$ cat src/rtl/blc_pkg.sv
package blc_pkg;
  localparam int REF_W = 8;
  localparam int CFG_DW = 8;
  localparam logic ADDR_REF = 1'b0;
  localparam logic ADDR_MODE = 1'b1;

  typedef struct packed {
    logic [REF_W-1:0] ref_lvl;
    logic [2:0]       gain_k;
    logic [3:0]       div_m1;
    logic             loop_off;
  } cfg_t;
endpackage

$ cat src/rtl/blc_cfg_regs.sv
module blc_cfg_regs
  import blc_pkg::*;
(
  input  logic              clk_i,
  input  logic              rst_ni,
  input  logic              we_i,
  input  logic              addr_i,
  input  logic [CFG_DW-1:0] wdata_i,
  output cfg_t              cfg_o
);
  always_ff @(posedge clk_i or negedge rst_ni) begin
    if (!rst_ni) begin
      cfg_o <= '0;
    end else if (we_i) begin
      if (addr_i == ADDR_REF) cfg_o.ref_lvl <= wdata_i;
      else {cfg_o.gain_k, cfg_o.div_m1, cfg_o.loop_off} <= wdata_i;
    end
  end
endmodule

$ cat src/rtl/blc_err_accum.sv
module blc_err_accum
  import blc_pkg::*;
#(
  parameter int SAMPLE_W = 10,
  parameter int CNT_W    = 8,
  localparam int ERR_W   = SAMPLE_W + 3,
  localparam int AW      = ERR_W + CNT_W
) (
  input  logic                clk_i,
  input  logic                rst_ni,
  input  logic                win_i,
  input  logic [SAMPLE_W-1:0] sample_i,
  input  logic [REF_W-1:0]    ref_i,
  input  logic                loop_off_i,
  input  logic [3:0]          div_m1_i,
  output logic                go_o,
  output logic signed [AW-1:0] sum_o,
  output logic [CNT_W-1:0]    cnt_o
);
  localparam logic [CNT_W-1:0] CNT_MAX = '1;

  logic                    win_q, fall;
  logic signed [ERR_W-1:0] err;
  logic signed [AW-1:0]    sum_q;
  logic [CNT_W-1:0]        cnt_q;
  logic [3:0]              line_q;

  assign fall = win_q & ~win_i;
  // error in quarter-LSB units
  assign err  = $signed({{(ERR_W-REF_W){1'b0}}, ref_i}) - $signed({1'b0, sample_i, 2'b00});

  always_ff @(posedge clk_i or negedge rst_ni) begin
    if (!rst_ni) begin
      win_q <= 1'b0;
      sum_q <= '0;
      cnt_q <= '0;
    end else begin
      win_q <= win_i;
      if (fall) begin
        sum_q <= '0;
        cnt_q <= '0;
      end else if (win_i && cnt_q != CNT_MAX) begin
        sum_q <= sum_q + {{(AW-ERR_W){err[ERR_W-1]}}, err};
        cnt_q <= cnt_q + 1'b1;
      end
    end
  end

  always_ff @(posedge clk_i or negedge rst_ni) begin
    if (!rst_ni)         line_q <= '0;
    else if (loop_off_i) line_q <= '0;
    else if (fall)       line_q <= (line_q >= div_m1_i) ? 4'd0 : line_q + 4'd1;
  end

  assign go_o  = fall & ~loop_off_i & (line_q >= div_m1_i);
  assign sum_o = sum_q;
  assign cnt_o = cnt_q;

  p_fall_has_pixels_r10: assert property (@(posedge clk_i) disable iff (!rst_ni)
    fall |-> cnt_q != '0);
  p_cap_hold_r8: assert property (@(posedge clk_i) disable iff (!rst_ni)
    (win_i && cnt_q == CNT_MAX) |=> (cnt_q == CNT_MAX || !win_q) && ($stable(sum_q) || !win_q));
  p_outside_hold_r3: assert property (@(posedge clk_i) disable iff (!rst_ni)
    (!win_i && !win_q) |=> $stable(sum_q));
endmodule

$ cat src/rtl/blc_div.sv
module blc_div #(
  parameter int NUM_W = 21,
  parameter int DEN_W = 8,
  localparam int IT_W = $clog2(NUM_W)
) (
  input  logic                    clk_i,
  input  logic                    rst_ni,
  input  logic                    start_i,
  input  logic signed [NUM_W-1:0] num_i,
  input  logic [DEN_W-1:0]        den_i,
  output logic                    busy_o,
  output logic                    done_o,
  output logic signed [NUM_W-1:0] quo_o
);
  logic [NUM_W-1:0] quo_q, mag;
  logic [DEN_W-1:0] rem_q, den_q;
  logic [DEN_W:0]   rem_sh, rem_sub;
  logic [IT_W-1:0]  it_q;
  logic             busy_q, done_q, neg_q, fits;

  assign mag     = num_i[NUM_W-1] ? NUM_W'(-num_i) : NUM_W'(num_i);
  assign rem_sh  = {rem_q, quo_q[NUM_W-1]};
  assign fits    = rem_sh >= {1'b0, den_q};
  assign rem_sub = rem_sh - {1'b0, den_q};

  // restoring divide on magnitudes, one quotient bit per cycle
  always_ff @(posedge clk_i or negedge rst_ni) begin
    if (!rst_ni) begin
      quo_q  <= '0;
      rem_q  <= '0;
      den_q  <= '0;
      it_q   <= '0;
      busy_q <= 1'b0;
      done_q <= 1'b0;
      neg_q  <= 1'b0;
    end else begin
      done_q <= 1'b0;
      if (start_i) begin
        quo_q  <= mag;
        rem_q  <= '0;
        den_q  <= den_i;
        neg_q  <= num_i[NUM_W-1];
        it_q   <= '0;
        busy_q <= 1'b1;
      end else if (busy_q) begin
        rem_q <= fits ? rem_sub[DEN_W-1:0] : rem_sh[DEN_W-1:0];
        quo_q <= {quo_q[NUM_W-2:0], fits};
        if (it_q == IT_W'(NUM_W-1)) begin
          busy_q <= 1'b0;
          done_q <= 1'b1;
        end else begin
          it_q <= it_q + 1'b1;
        end
      end
    end
  end

  assign busy_o = busy_q;
  assign done_o = done_q;
  assign quo_o  = neg_q ? -$signed(quo_q) : $signed(quo_q);

  p_no_restart_r4: assert property (@(posedge clk_i) disable iff (!rst_ni)
    busy_q |-> !start_i);
  p_done_after_busy_r4: assert property (@(posedge clk_i) disable iff (!rst_ni)
    done_q |-> $past(busy_q));
endmodule

$ cat src/rtl/blc_iir_update.sv
module blc_iir_update #(
  parameter int Q_W    = 21,
  parameter int CORR_W = 12,
  localparam int SW    = Q_W + 1
) (
  input  logic                     clk_i,
  input  logic                     rst_ni,
  input  logic                     done_i,
  input  logic signed [Q_W-1:0]    quo_i,
  input  logic [2:0]               gain_k_i,
  input  logic                     loop_off_i,
  output logic signed [CORR_W-1:0] corr_o
);
  localparam logic signed [SW-1:0] C_MAX = SW'((64'sd1 <<< (CORR_W-1)) - 1);
  localparam logic signed [SW-1:0] C_MIN = -C_MAX - SW'(1);

  logic signed [CORR_W-1:0] corr_q;
  logic signed [Q_W-1:0]    step;
  logic signed [SW-1:0]     nxt;

  assign step = quo_i >>> gain_k_i;
  assign nxt  = SW'(corr_q) + SW'(step);

  always_ff @(posedge clk_i or negedge rst_ni) begin
    if (!rst_ni) begin
      corr_q <= '0;
    end else if (done_i && !loop_off_i) begin
      if (nxt > C_MAX)      corr_q <= CORR_W'(C_MAX);
      else if (nxt < C_MIN) corr_q <= CORR_W'(C_MIN);
      else                  corr_q <= CORR_W'(nxt);
    end
  end

  assign corr_o = corr_q;

  p_freeze_off_r7: assert property (@(posedge clk_i) disable iff (!rst_ni)
    loop_off_i |=> $stable(corr_q));
  p_idle_hold_r4: assert property (@(posedge clk_i) disable iff (!rst_ni)
    !done_i |=> $stable(corr_q));
  p_sat_top_r5: assert property (@(posedge clk_i) disable iff (!rst_ni)
    (done_i && !loop_off_i && step > 0 && corr_q == CORR_W'(C_MAX)) |=> corr_q == CORR_W'(C_MAX));
endmodule

$ cat src/rtl/black_clamp_loop.sv
module black_clamp_loop
  import blc_pkg::*;
#(
  parameter int SAMPLE_W = 10,
  parameter int CNT_W    = 8,
  parameter int CORR_W   = 12,
  localparam int ERR_W   = SAMPLE_W + 3,
  localparam int AW      = ERR_W + CNT_W
) (
  input  logic                clk_i,
  input  logic                rst_ni,
  input  logic                cfg_we_i,
  input  logic                cfg_addr_i,
  input  logic [CFG_DW-1:0]   cfg_wdata_i,
  input  logic                clamp_win_i,
  input  logic [SAMPLE_W-1:0] sample_i,
  output logic [CORR_W-1:0]   corr_o
);
  cfg_t                     cfg;
  logic                     go, start, busy, done;
  logic signed [AW-1:0]     sum, quo;
  logic [CNT_W-1:0]         cnt;
  logic signed [CORR_W-1:0] corr_q;

  blc_cfg_regs u_cfg (
    .clk_i, .rst_ni, .we_i(cfg_we_i), .addr_i(cfg_addr_i), .wdata_i(cfg_wdata_i), .cfg_o(cfg)
  );

  blc_err_accum #(.SAMPLE_W(SAMPLE_W), .CNT_W(CNT_W)) u_acc (
    .clk_i, .rst_ni, .win_i(clamp_win_i), .sample_i, .ref_i(cfg.ref_lvl),
    .loop_off_i(cfg.loop_off), .div_m1_i(cfg.div_m1), .go_o(go), .sum_o(sum), .cnt_o(cnt)
  );

  // a fall during a running divide is dropped
  assign start = go & ~busy;

  blc_div #(.NUM_W(AW), .DEN_W(CNT_W)) u_div (
    .clk_i, .rst_ni, .start_i(start), .num_i(sum), .den_i(cnt),
    .busy_o(busy), .done_o(done), .quo_o(quo)
  );

  blc_iir_update #(.Q_W(AW), .CORR_W(CORR_W)) u_iir (
    .clk_i, .rst_ni, .done_i(done), .quo_i(quo), .gain_k_i(cfg.gain_k),
    .loop_off_i(cfg.loop_off), .corr_o(corr_q)
  );

  assign corr_o = cfg.loop_off ? {{(CORR_W-REF_W){1'b0}}, cfg.ref_lvl} : corr_q;
endmodule

$ cat config.mk
export PLATFORM = sky130hd
export DESIGN_NAME = black_clamp_loop
export DESIGN_NICKNAME = d
export VERILOG_FILES = /design/src/rtl/blc_pkg.sv /design/src/rtl/blc_cfg_regs.sv /design/src/rtl/blc_err_accum.sv /design/src/rtl/blc_div.sv /design/src/rtl/blc_iir_update.sv /design/src/rtl/black_clamp_loop.sv
export SDC_FILE = /design/constraint.sdc
export NUM_CORES = 1
export LEC_CHECK = 0
export ABC_CLOCK_PERIOD_IN_PS = 6440
export BUFFER_PORTS_ARGS = -buffer_cell sky130_fd_sc_hd__buf_2
export CORE_UTILIZATION = 40
export CTS_CLUSTER_SIZE = 40
export DETAILED_ROUTE_END_ITERATION = 10
export HOLD_SLACK_MARGIN = 0.15
export PLACE_DENSITY = 0.65
export SYNTH_ARGS = -nofsm -noshare
export SYNTH_HDL_FRONTEND = slang
export SYNTH_HIERARCHICAL = 1
export SYNTH_SLANG_ARGS = --single-unit
$ cat constraint.sdc
create_clock -name clk_i -period 6.44 [get_ports clk_i]
set_clock_uncertainty 0.15 [all_clocks]
set_input_delay 0.966 -clock clk_i [delete_from_list [all_inputs] [get_ports clk_i]]
set_output_delay 0.966 -clock clk_i [all_outputs]
set_load 0.05 [all_outputs]
==> qor.yml, run 1 <==
outcome:
  outcome: "finished, final reports clean"
route:
  drtPass1Iterations: 5
  ant_nets: 0
  via_per_inst: 5.526
  wl_per_cell_um: 15.18
  vias: 7885
  drc: 0
  drt_iter0_markers: 410
  wl_um: 21660
floorplanning:
  coreArea_um2: 23400
  die_y_um: 156.4
  die_x_um: 156.4
  io_pins: 35
  rows: 56
  dieArea_um2: 24460
  start_util: 0.4075
final_layout:
  nets: 1195
  final_common_cell: "dfrtp_1"
  area_growth_pct: 6.875
  final_cell_mix: "dfrtp_1, nand2_1, nor2_1"
  drive_gt1_frac: 0.1264
  fillers: 2346
  n_antenna_cell: 0
global_route:
  grt_pass1_wl_um: 36900
  overflow: 0
  grt_antenna_before_repair: 0
  first_global_vias: 7490
  gr-usage-all-layers: 0.1849
  grt_max_degree: 69
clock_network:
  cts_resized: 0
  cts_inserted_buffers: 9
  clockRootBuffer: "clkbuf_16"
  cts_buffer_depth: 2
  hold_buffers: 0
  clk_latency_ns: 0.35
  clkSinkCount: 107
  clk_pin_slew_ns: 0.08
  cts-htree-levels: 3
  postCtsSetupRepairBufs: 0
  cts_tree: "built"
yosys:
  syn_avg_cell_area_um2: 8.646
  async_reset_ff_frac: 1.000
  synth-edff-count: 0
  synth_warnings: 6
  ys.flop_type: "dfrtp_1"
  synthesis.area_um2: 9537
  ys_ff_latch: 107
  synth_nets: 1195
  synth_cell_types: 92
  seq_area_frac_synth: 0.2808
  synthCells: 1103
sta:
  period_share: 0.8381
  fmax_ghz: 0.1853
  rsz0062_at_grt: "false"
  timing.final.crit_period_ns: 5.397
  slew_headroom: 0.2839
  slew_viol_final: 0
  timing.final.hold_violations: 0
  worst_slew_pin_slew_ns: 1.074
  setup_viol: 0
  final.setup.tns_ns: 0
  fin_ws_ns: 1.043
  finalHoldWorstSlack_ns: 0.3596
critical_path:
  cp_max_fo: 11
  crit_required_ns: 6.51
  crit_type: "flop to flop"
  endpoint_kind: "flop"
  rrSetupSlack_ns: 1.04
  worstSetupStartpointType: "flop"
  critPathArrivalTime_ns: 5.47
worst_hold_path:
  hp-class: "flop to flop"
flow_run:
  drv_cap: 0
placed_design:
  io_buffers: 34
  place_congestion: 0.9111
  hpwl_um: 16460
  dp_slack_ns: 1.137
power_and_ir_drop:
  p_leak_nw: 4.357
  power_w: 0.005911
  vdd.ir_drop.worst_mv: 0.2121
  powerDensity_nw_per_um2: 579.9
==> registers in the layout (all words and copies together) (netlist names) <==
register / flops
u_div/neg_q: 1
u_div/den_q: 8
u_div/done_o: 1
u_div/rem_q: 8
u_acc/cnt_o: 8
u_div/it_q: 5
u_acc/line_q: 4
u_cfg/cfg_o: 16
u_iir/corr_o: 12
u_acc/win_q: 1
u_div/busy_o: 1
u_div/quo_q: 21
u_acc/sum_o: 21
==> routing by layer <==
metal	global-route usage	wire length, µm
met2	0.2991	10050
met1	0.2648	10880
met3	0.02022	515
met4	0.03922	216
met5	0	0
==> power breakdown <==
group	total (W)	switching (W)	internal, W
Sequential	0.00126	0.000364	0.000891
Clock	0.000538	0.000267	0.000272
Combinational	0.00412	0.00231	0.00180
Total	0.00591	0.00295	0.00297
==> layout make-up <==
| class | count | area (µm²) | area share |
|---|---|---|---|
| clock buffers | 10 | 229.0 | 0.02246 |
| clock inverters | 6 | 61.31 | 0.006015 |
| inverters | 54 | 202.7 | 0.01989 |
| multi-input cells | 887 | 6374 | 0.6253 |
| flip-flops and latches | 107 | 2679 | 0.2628 |
| well taps | 319 | 399.1 | 0.03916 |
| repair buffers | 44 | 247.7 | 0.02431 |
==> logic make-up (layout without fill, tap and decap cells) <==
logic type / Yosys count / count (layout) / synth area share
buffers and inverters: 109 / 114 / 0.05209
AND/OR/NAND/NOR: 354 / 354 / 0.1935
flip-flops: 107 / 107 / 0.2808
AO/OA/AOI/OAI: 307 / 307 / 0.2112
XOR/XNOR: 82 / 82 / 0.07531
adder cells (fa/ha/maj): 69 / 69 / 0.09368
multiplexers: 75 / 75 / 0.09341
==> cells in the mapped netlist, types with 8 or more instances <==
cell / number / area share
o21ai_0: 61 / 0.032
xnor2_1: 40 / 0.037
buf_6: 8 / 0.0094
nor3_1: 12 / 0.0063
inv_1: 53 / 0.021
a211oi_1: 25 / 0.020
nand3_1: 42 / 0.022
xor2_1: 42 / 0.039
ha_1: 65 / 0.085
mux2_2: 24 / 0.028
mux2_4: 14 / 0.022
a21o_1: 17 / 0.013
nor2_1: 82 / 0.032
o31ai_1: 11 / 0.0087
clkbuf_1: 30 / 0.012
nor2b_1: 28 / 0.018
a31oi_1: 15 / 0.0098
nand2_1: 95 / 0.037
o21a_1: 10 / 0.0079
o22ai_1: 12 / 0.0079
a21oi_1: 69 / 0.036
dfrtp_1: 107 / 0.28
o21ai_1: 23 / 0.012
and3_1: 9 / 0.0059
mux2i_1: 32 / 0.034
nand2b_1: 14 / 0.0092
nand4_1: 10 / 0.0066
==> path summary, 6_finish.rpt <==
kind                            depth (start not counted)                      endpoint                       start
worst min register to register                          2    u_div/den_q[3]$_DFFE_PN0P_  u_div/den_q[3]$_DFFE_PN0P_
min in group asynchronous                               1    u_acc/cnt_o[4]$_DFFE_PN0P_                      rst_ni
worst max-delay path                                   19  u_iir/corr_o[10]$_DFFE_PN0P_  u_div/quo_q[9]$_DFFE_PN0P_
max in group asynchronous                               2        u_div/busy_o$_DFF_PN0_                      rst_ni
worst max register to register                         19  u_iir/corr_o[10]$_DFFE_PN0P_  u_div/quo_q[9]$_DFFE_PN0P_
worst min-delay path                                    2    u_div/den_q[3]$_DFFE_PN0P_  u_div/den_q[3]$_DFFE_PN0P_
==> through the flow <==
| stage | instance area [µm²] | instances | utilization |
|---|---|---|---|
| after detailed placement | 9902 | 1411 | 0.4231 |
| after global placement | 9902 | 1411 | 0.4231 |
| final | 10190 | 1427 | 0.4355 |
| after global routing | 10190 | 1427 | 0.4355 |
| after floorplan | 9537 | 1103 | - |
| after CTS | 10190 | 1427 | 0.4355 |
==> critical path, stage by stage, from the launching register on <==
cell and delay (ns):
dfrtp_1 0.46, nor4_2 0.37, nand4b_1 0.22, or4_4 0.50
o21ai_1 0.17, xnor2_1 0.19, mux4_2 0.53, nand2_1 0.08
o21ai_0 0.09, ha_1 0.41, a21oi_1 0.22, a21boi_0 0.15
o41ai_1 0.45, nand2_1 0.13, o21ai_0 0.22, xor2_1 0.21
nand3_1 0.11, o31ai_2 0.25, buf_4 0.23, o22ai_1 0.12
(Power assumes the default switching activity.)
==> run 2: changes to the inputs <==
--- a/config.mk
+++ b/config.mk
@@ -5,13 +5,13 @@
 export SDC_FILE = /design/constraint.sdc
 export NUM_CORES = 1
 export LEC_CHECK = 0
-export ABC_CLOCK_PERIOD_IN_PS = 6440
+export ABC_CLOCK_PERIOD_IN_PS = 4810
 export BUFFER_PORTS_ARGS = -buffer_cell sky130_fd_sc_hd__buf_2
 export CORE_UTILIZATION = 40
 export CTS_CLUSTER_SIZE = 40
 export DETAILED_ROUTE_END_ITERATION = 10
 export HOLD_SLACK_MARGIN = 0.15
-export PLACE_DENSITY = 0.65
+export PLACE_DENSITY = 0.67
 export SYNTH_ARGS = -nofsm -noshare
 export SYNTH_HDL_FRONTEND = slang
 export SYNTH_HIERARCHICAL = 1
==> constraint.sdc (replaced) <==
create_clock -name clk_i -period 4.81 [get_ports clk_i]
set_clock_uncertainty 0.15 [all_clocks]
set_input_delay 0.7215 -clock clk_i [delete_from_list [all_inputs] [get_ports clk_i]]
set_output_delay 0.7215 -clock clk_i [all_outputs]
set_load 0.05 [all_outputs]
==> qor.yml, run 2 (synthesis results as in run 1) <==
critical_path:
  cp_max_fo: 5  # -6
  critPathArrivalTime_ns: 4.88  # -0.59 ns
  worstSetupStartpointType: "flop"
  crit_required_ns: 4.91  # -1.60 ns
  crit_type: "flop to flop"
  endpoint_kind: "flop"
route:
  drc: 0  # unchanged
  vias: 8073  # +2.4%
  wl_um: 22090  # +2.0%
  wl_per_cell_um: 14.91  # -1.7%
  drt_iter0_markers: 453  # +10%
  via_per_inst: 5.451  # -1.3%
  drtPass1Iterations: 5  # unchanged
  ant_nets: 0  # unchanged
final_layout:
  fillers: 2286  # -2.6%
  area_growth_pct: 12.54
  final_cell_mix: "dfrtp_1, nand2_1, nor2_1"
  post-route-util: 0.4586  # +0.02310
  final_common_cell: "dfrtp_1"
  stdcell_count: 1481  # +3.8%
  n_antenna_cell: 0  # unchanged
  nets: 1249  # +4.5%
  drive_gt1_frac: 0.1824  # +0.05609
power_and_ir_drop:
  intPower_w: 0.004408  # +49%
  vdd.ir_drop.worst_mv: 0.2975  # +40%
  p_switching_w: 0.004114  # +40%
  seq_power_share: 0.186  # -0.026
  clockPowerShare: 0.090  # about the same
  powerDensity_nw_per_um2: 793.9  # +37%
  combPwrFrac: 0.724  # +0.027
  p_leak_nw: 4.660  # +6.9%
  switching_share: 0.4827  # -0.01555
global_route:
  grt_pass1_wl_um: 36510  # -1.0%
  overflow: 0  # unchanged
  first_global_vias: 7462  # -0.37%
  grt_max_degree: 70  # +1.4%
  grt_antenna_before_repair: 0  # unchanged
  gr-usage-all-layers: 0.1847  # -0.0002553
placed_design:
  place_congestion: 0.8692  # -4.6%
  dp_slack_ns: -0.1404  # -1.277 ns
  dp.cells: 1458  # +3.3%
  io_buffers: 34  # unchanged
  hpwl_um: 17000  # +3.3%
clock_network:
  clkSinkCount: 107  # unchanged
  cts_tree: "built"
  cts_buffer_depth: 2  # unchanged
  clockRootBuffer: "clkbuf_16"
  cts-htree-levels: 3  # unchanged
  clk_pin_slew_ns: 0.09  # about the same
  clk_latency_ns: 0.36  # about the same
  cts_inserted_buffers: 9  # unchanged
outcome:
  outcome: "finished, final reports clean"
worst_hold_path:
  hp-class: "flop to flop"
sta:
  fin_ws_ns: 0.02805  # -1.015 ns
  slew_headroom: 0.4390  # +0.1550
  timing.final.hold_violations: 0  # unchanged
  setup_viol: 0  # unchanged
  period_share: 0.9942  # +0.1561
  final.setup.tns_ns: 0  # unchanged
  rsz0062_at_grt: "true"
  fmax_ghz: 0.2091  # +13%
  slew_viol_final: 0  # unchanged
  worst_slew_pin_slew_ns: 0.8398  # -0.2343 ns
  timing.final.crit_period_ns: 4.782  # -0.6153 ns
flow_run:
  drv_cap: 0  # unchanged
floorplanning:
  dieArea_um2: 24460  # unchanged
  die_y_um: 156.4  # unchanged
  die_x_um: 156.4  # unchanged
  rows: 56  # unchanged
  start_util: 0.4075  # unchanged
  io_pins: 35  # unchanged
  coreArea_um2: 23400  # unchanged
[run 2: cell count changes in the layout (fill, tap and decap cells not counted), sizes merged]
cell,change
buf,+53
clkinv,-1
clkinvlp,-1
dlygate4sd3,+1
inv,+2
[run 2: worst max-delay path, cell delays in order, from the launching register on]
cell	delay [ns]
dfrtp_1	0.41
nor4_4	0.30
nand4b_1	0.16
or4_4	0.48
o31ai_4	0.19
xnor2_1	0.10
mux4_2	0.48
nand2_1	0.08
o21ai_1	0.08
ha_1	0.37
a21oi_2	0.19
a21boi_2	0.09
o41ai_2	0.43
nand2_1	0.15
o21ai_2	0.14
xor2_1	0.20
nand3_1	0.15
o31ai_4	0.24
buf_4	0.19
o22ai_1	0.09
[run 2: power by group through the flow]
stage	Clock (W)	Combinational (W)	Sequential, W
3_3_place_gp	0	0.00578	0.00158
5_1_grt	0.000818	0.00685	0.00164
2_1_floorplan	0	0.00461	0.00150
6_report	0.000769	0.00617	0.00158
4_1_cts	0.000789	0.00605	0.00157
3_5_place_dp	0	0.00585	0.00159
[run 2: through the flow]
stage                     cell area [µm²]  hold WS, ns  power (W)
after detailed placement            10250       0.3472   0.007437
after floorplan                      9537       0.2759   0.006104
after global placement              10250       0.3377   0.007356
after global routing                10730       0.3851   0.009310
after CTS                           10670       0.3693   0.008408
final                               10730       0.3622   0.008521
[run 2: area by class of cell]
cell class / instances / area, µm² / area share
well taps: 319 / 399.1 / 0.03719
clock buffers: 10 / 239.0 / 0.02227
multi-input cells: 887 / 6489 / 0.6046
inverters: 54 / 202.7 / 0.01889
clock inverters: 6 / 65.06 / 0.006062
flip-flops and latches: 107 / 2679 / 0.2496
repair buffers: 98 / 659.4 / 0.06144
[run 2: path summary, 6_finish.rpt]
kind	startpoint	to	slack, ns	cells past startpoint
hold / removal	u_div/den_q[5]$_DFFE_PN0P_	u_div/den_q[5]$_DFFE_PN0P_	0.36	2
min in group asynchronous	rst_ni	u_acc/cnt_o[7]$_DFFE_PN0P_	0.61	2
setup / recovery	u_div/quo_q[9]$_DFFE_PN0P_	u_iir/corr_o[7]$_DFFE_PN0P_	0.03	19
setup reg to reg	u_div/quo_q[9]$_DFFE_PN0P_	u_iir/corr_o[7]$_DFFE_PN0P_	0.03	19
max in group asynchronous	rst_ni	u_div/busy_o$_DFF_PN0_	2.90	3
hold reg to reg	u_div/den_q[5]$_DFFE_PN0P_	u_div/den_q[5]$_DFFE_PN0P_	0.36	2
[run 2: routing by layer]
metal	vias up	GRT usage	part of all wire	wire length [µm]
met5	-	0	0	0
li1	4128	-	-	-
met4	0	0.05836	0.018	405
met2	120	0.2944	0.46	10110
met3	22	0.02686	0.034	740
met1	3803	0.2566	0.49	10830
[run 2: timing repair]
action | CTS | global route
hold buffers | 1 | 0
endpoints found under the setup margin | 11 | 11
buffers inserted | 4 | 1
pin swaps | 1 | 6
cloned | 1 | 0
resized for setup | 17 | 12
hold endpoints to repair | 18 | 0
==> run 3: changes to the inputs <==
--- a/config.mk
+++ b/config.mk
@@ -12,6 +12,7 @@
 export DETAILED_ROUTE_END_ITERATION = 10
 export HOLD_SLACK_MARGIN = 0.15
 export PLACE_DENSITY = 0.67
+export REMOVE_ABC_BUFFERS = 1
 export SYNTH_ARGS = -nofsm -noshare
 export SYNTH_HDL_FRONTEND = slang
 export SYNTH_HIERARCHICAL = 1
==> qor.yml, run 3 (synthesis results as in run 1) <==
power_and_ir_drop:
  intPower_w: 0.004664  # +5.8%
  p_switching_w: 0.004374  # +6.3%
  vdd.ir_drop.worst_mv: 0.3211  # +7.9%
  switching_share: 0.4839  # +0.001171
  combPwrFrac: 0.731  # +0.007
  p_leak_nw: 4.713  # +1.2%
  seq_power_share: 0.175  # -0.011
  clockPowerShare: 0.094  # +0.004
  powerDensity_nw_per_um2: 827.0  # +4.2%
sta:
  slew_headroom: 0.3754  # -0.06355
  fmax_ghz: 0.2075  # -0.79%
  rsz0062_at_grt: "true"
  timing.final.crit_period_ns: 4.820  # +0.03804 ns
  slew_viol_final: 0  # unchanged
  fin_ws_ns: -0.009990  # -0.03804 ns
  period_share: 1.002  # +0.007908
  setup_viol: 2  # +2
  worst_slew_pin_slew_ns: 0.9368  # +0.09693 ns
  final.setup.tns_ns: -0.01199  # -0.01199 ns
  timing.final.hold_violations: 0  # unchanged
route:
  drc: 0  # unchanged
  ant_nets: 0  # unchanged
  drt_iter0_markers: 360  # -21%
  via_per_inst: 5.504  # +0.97%
  vias: 8184  # +1.4%
  wl_um: 22720  # +2.9%
  drtPass1Iterations: 4  # -1
  wl_per_cell_um: 15.28  # +2.4%
final_layout:
  stdcell_count: 1487  # +0.41%
  area_growth_pct: 14.60
  drive_gt1_frac: 0.2055  # +0.02304
  final_common_cell: "dfrtp_1"
  n_antenna_cell: 0  # unchanged
  nets: 1255  # +0.48%
  final_cell_mix: "dfrtp_1, nand2_1, nor2_1"
  fillers: 2288  # +0.087%
floorplanning:
  coreArea_um2: 23400  # unchanged
  io_pins: 35  # unchanged
  die_x_um: 156.4  # unchanged
  start_util: 0.4075  # unchanged
  die_y_um: 156.4  # unchanged
  dieArea_um2: 24460  # unchanged
  rows: 56  # unchanged
global_route:
  grt_antenna_before_repair: 0  # unchanged
  grt_max_degree: 70  # unchanged
  grt_pass1_wl_um: 37700  # +3.3%
  first_global_vias: 7711  # +3.3%
  gr-usage-all-layers: 0.1909  # +0.006231
  overflow: 0  # unchanged
clock_network:
  clkSinkCount: 107  # unchanged
  clockRootBuffer: "clkbuf_16"
  cts_tree: "built"
  cts_buffer_depth: 2  # unchanged
  clk_pin_slew_ns: 0.09  # about the same
  clk_latency_ns: 0.38  # +0.02 ns
  hold_buffers: 0  # -1
  cts-htree-levels: 3  # unchanged
  cts_inserted_buffers: 9  # unchanged
critical_path:
  crit_type: "flop to flop"
  crit_required_ns: 4.91  # about the same
  worstSetupStartpointType: "flop"
  cp_max_fo: 6  # +1
  rr_startpoint: "u_div/quo_q[8]$_DFFE_PN0P_"
  critPathArrivalTime_ns: 4.92  # +0.04 ns
  rrSetupSlack_ns: -0.01  # -0.04 ns
  r2r_cells: 20  # +1
  reg2reg_to: "u_iir/corr_o[3]$_DFFE_PN0P_"
  endpoint_kind: "flop"
worst_hold_path:
  hp-class: "input port to asynchronous set/reset pin"
placed_design:
  hpwl_um: 16890  # -0.65%
  io_buffers: 34  # unchanged
  place_congestion: 0.8844  # +1.7%
  dp.cells: 1459  # +0.069%
outcome:
  failed_checks: "negative setup slack"
  outcome: "complete, but fails checks"
flow_run:
  drv_cap: 0  # unchanged
run 3: changes by cell type in the layout (fill, tap and decap cells not counted), sizes merged:
cell         before  now
bufinv            0    1
clkbuf           10    9
buf              97  104
clkinv            2    1
inv              58   59
dlygate4sd3       1    0
run 3: power by group through the flow:
stage	clock, W	combinational, W	sequential [W]
floorplan	0	0.00440	0.00156
global placement	0	0.00578	0.00158
detailed placement	0	0.00586	0.00159
CTS	0.000875	0.00606	0.00158
global route	0.000911	0.00730	0.00163
finish	0.000851	0.00661	0.00158
run 3: worst max-delay path by stage:
stage                                         to  cells past startpoint  slack, ns                        from
floorplan           u_iir/corr_o[10]$_DFFE_PN0P_                     18      -0.17  u_div/quo_q[9]$_DFFE_PN0P_
finish               u_iir/corr_o[3]$_DFFE_PN0P_                     20      -0.01  u_div/quo_q[8]$_DFFE_PN0P_
detailed placement   u_iir/corr_o[3]$_DFFE_PN0P_                     18      -0.05  u_div/quo_q[8]$_DFFE_PN0P_
CTS                  u_iir/corr_o[3]$_DFFE_PN0P_                     21     0.0007  u_div/quo_q[6]$_DFFE_PN0P_
global route         u_iir/corr_o[2]$_DFFE_PN0P_                     21      -0.23  u_div/quo_q[8]$_DFFE_PN0P_
global placement     u_iir/corr_o[2]$_DFFE_PN0P_                     18      0.005  u_div/quo_q[8]$_DFFE_PN0P_
run 3: cell type report:
cell class	count	area (µm²)	area share
repair buffers	104	716.9	0.06560
clock inverters	7	107.6	0.009845
well taps	319	399.1	0.03652
flip-flops and latches	107	2679	0.2451
multi-input cells	887	6599	0.6038
clock buffers	9	225.2	0.02061
inverters	54	202.7	0.01855
run 3: layer usage:
| layer | routed length, µm | global-route usage | share of wire | up-vias |
|---|---|---|---|---|
| met5 | 0 | 0 | 0 | - |
| met4 | 418 | 0.05742 | 0.018 | 0 |
| li1 | - | - | - | 4139 |
| met1 | 10960 | 0.2597 | 0.48 | 3907 |
| met2 | 10750 | 0.3151 | 0.47 | 113 |
| met3 | 587 | 0.02409 | 0.026 | 25 |
run 3: through the flow:
stage / instance area, µm² / hold WS (ns) / total power (W) / setup WS, ns / util
detailed placement: 10260 / 0.3479 / 0.007450 / -0.05196 / 0.4385
floorplan: 9243 / 0.2759 / 0.005952 / -0.1663 / -
finish: 10930 / 0.2889 / 0.009038 / -0.009990 / 0.4670
global placement: 10260 / 0.3385 / 0.007355 / 0.005412 / 0.4385
global route: 10930 / 0.3620 / 0.009846 / -0.2311 / 0.4670
CTS: 10700 / 0.3200 / 0.008515 / 0.0007203 / 0.4570
run 3: repair_timing:
action / in CTS / in global routing
pin swaps: 15 / 14
endpoints found under the hold margin: 0 / 0
endpoints found under the setup margin: 11 / 11
gates resized for setup: 16 / 46
setup buffers: 5 / 5
gates cloned: 1 / 1
run 3: critical path, stage by stage (launching register included):
cell and delay (ns):
dfrtp_1 0.42, nor4_2 0.32, nand4b_1 0.18, or4_4 0.48, o31ai_4 0.19, xnor2_1 0.11
mux4_2 0.48, nand2_1 0.08, o21ai_1 0.07, ha_1 0.35, a21oi_2 0.16, buf_4 0.13
nand2_2 0.05, or3_1 0.32, o221ai_2 0.15, a221oi_2 0.10, nor4b_2 0.24, nand3_1 0.15
o31ai_4 0.32, buf_6 0.17, o22ai_1 0.09
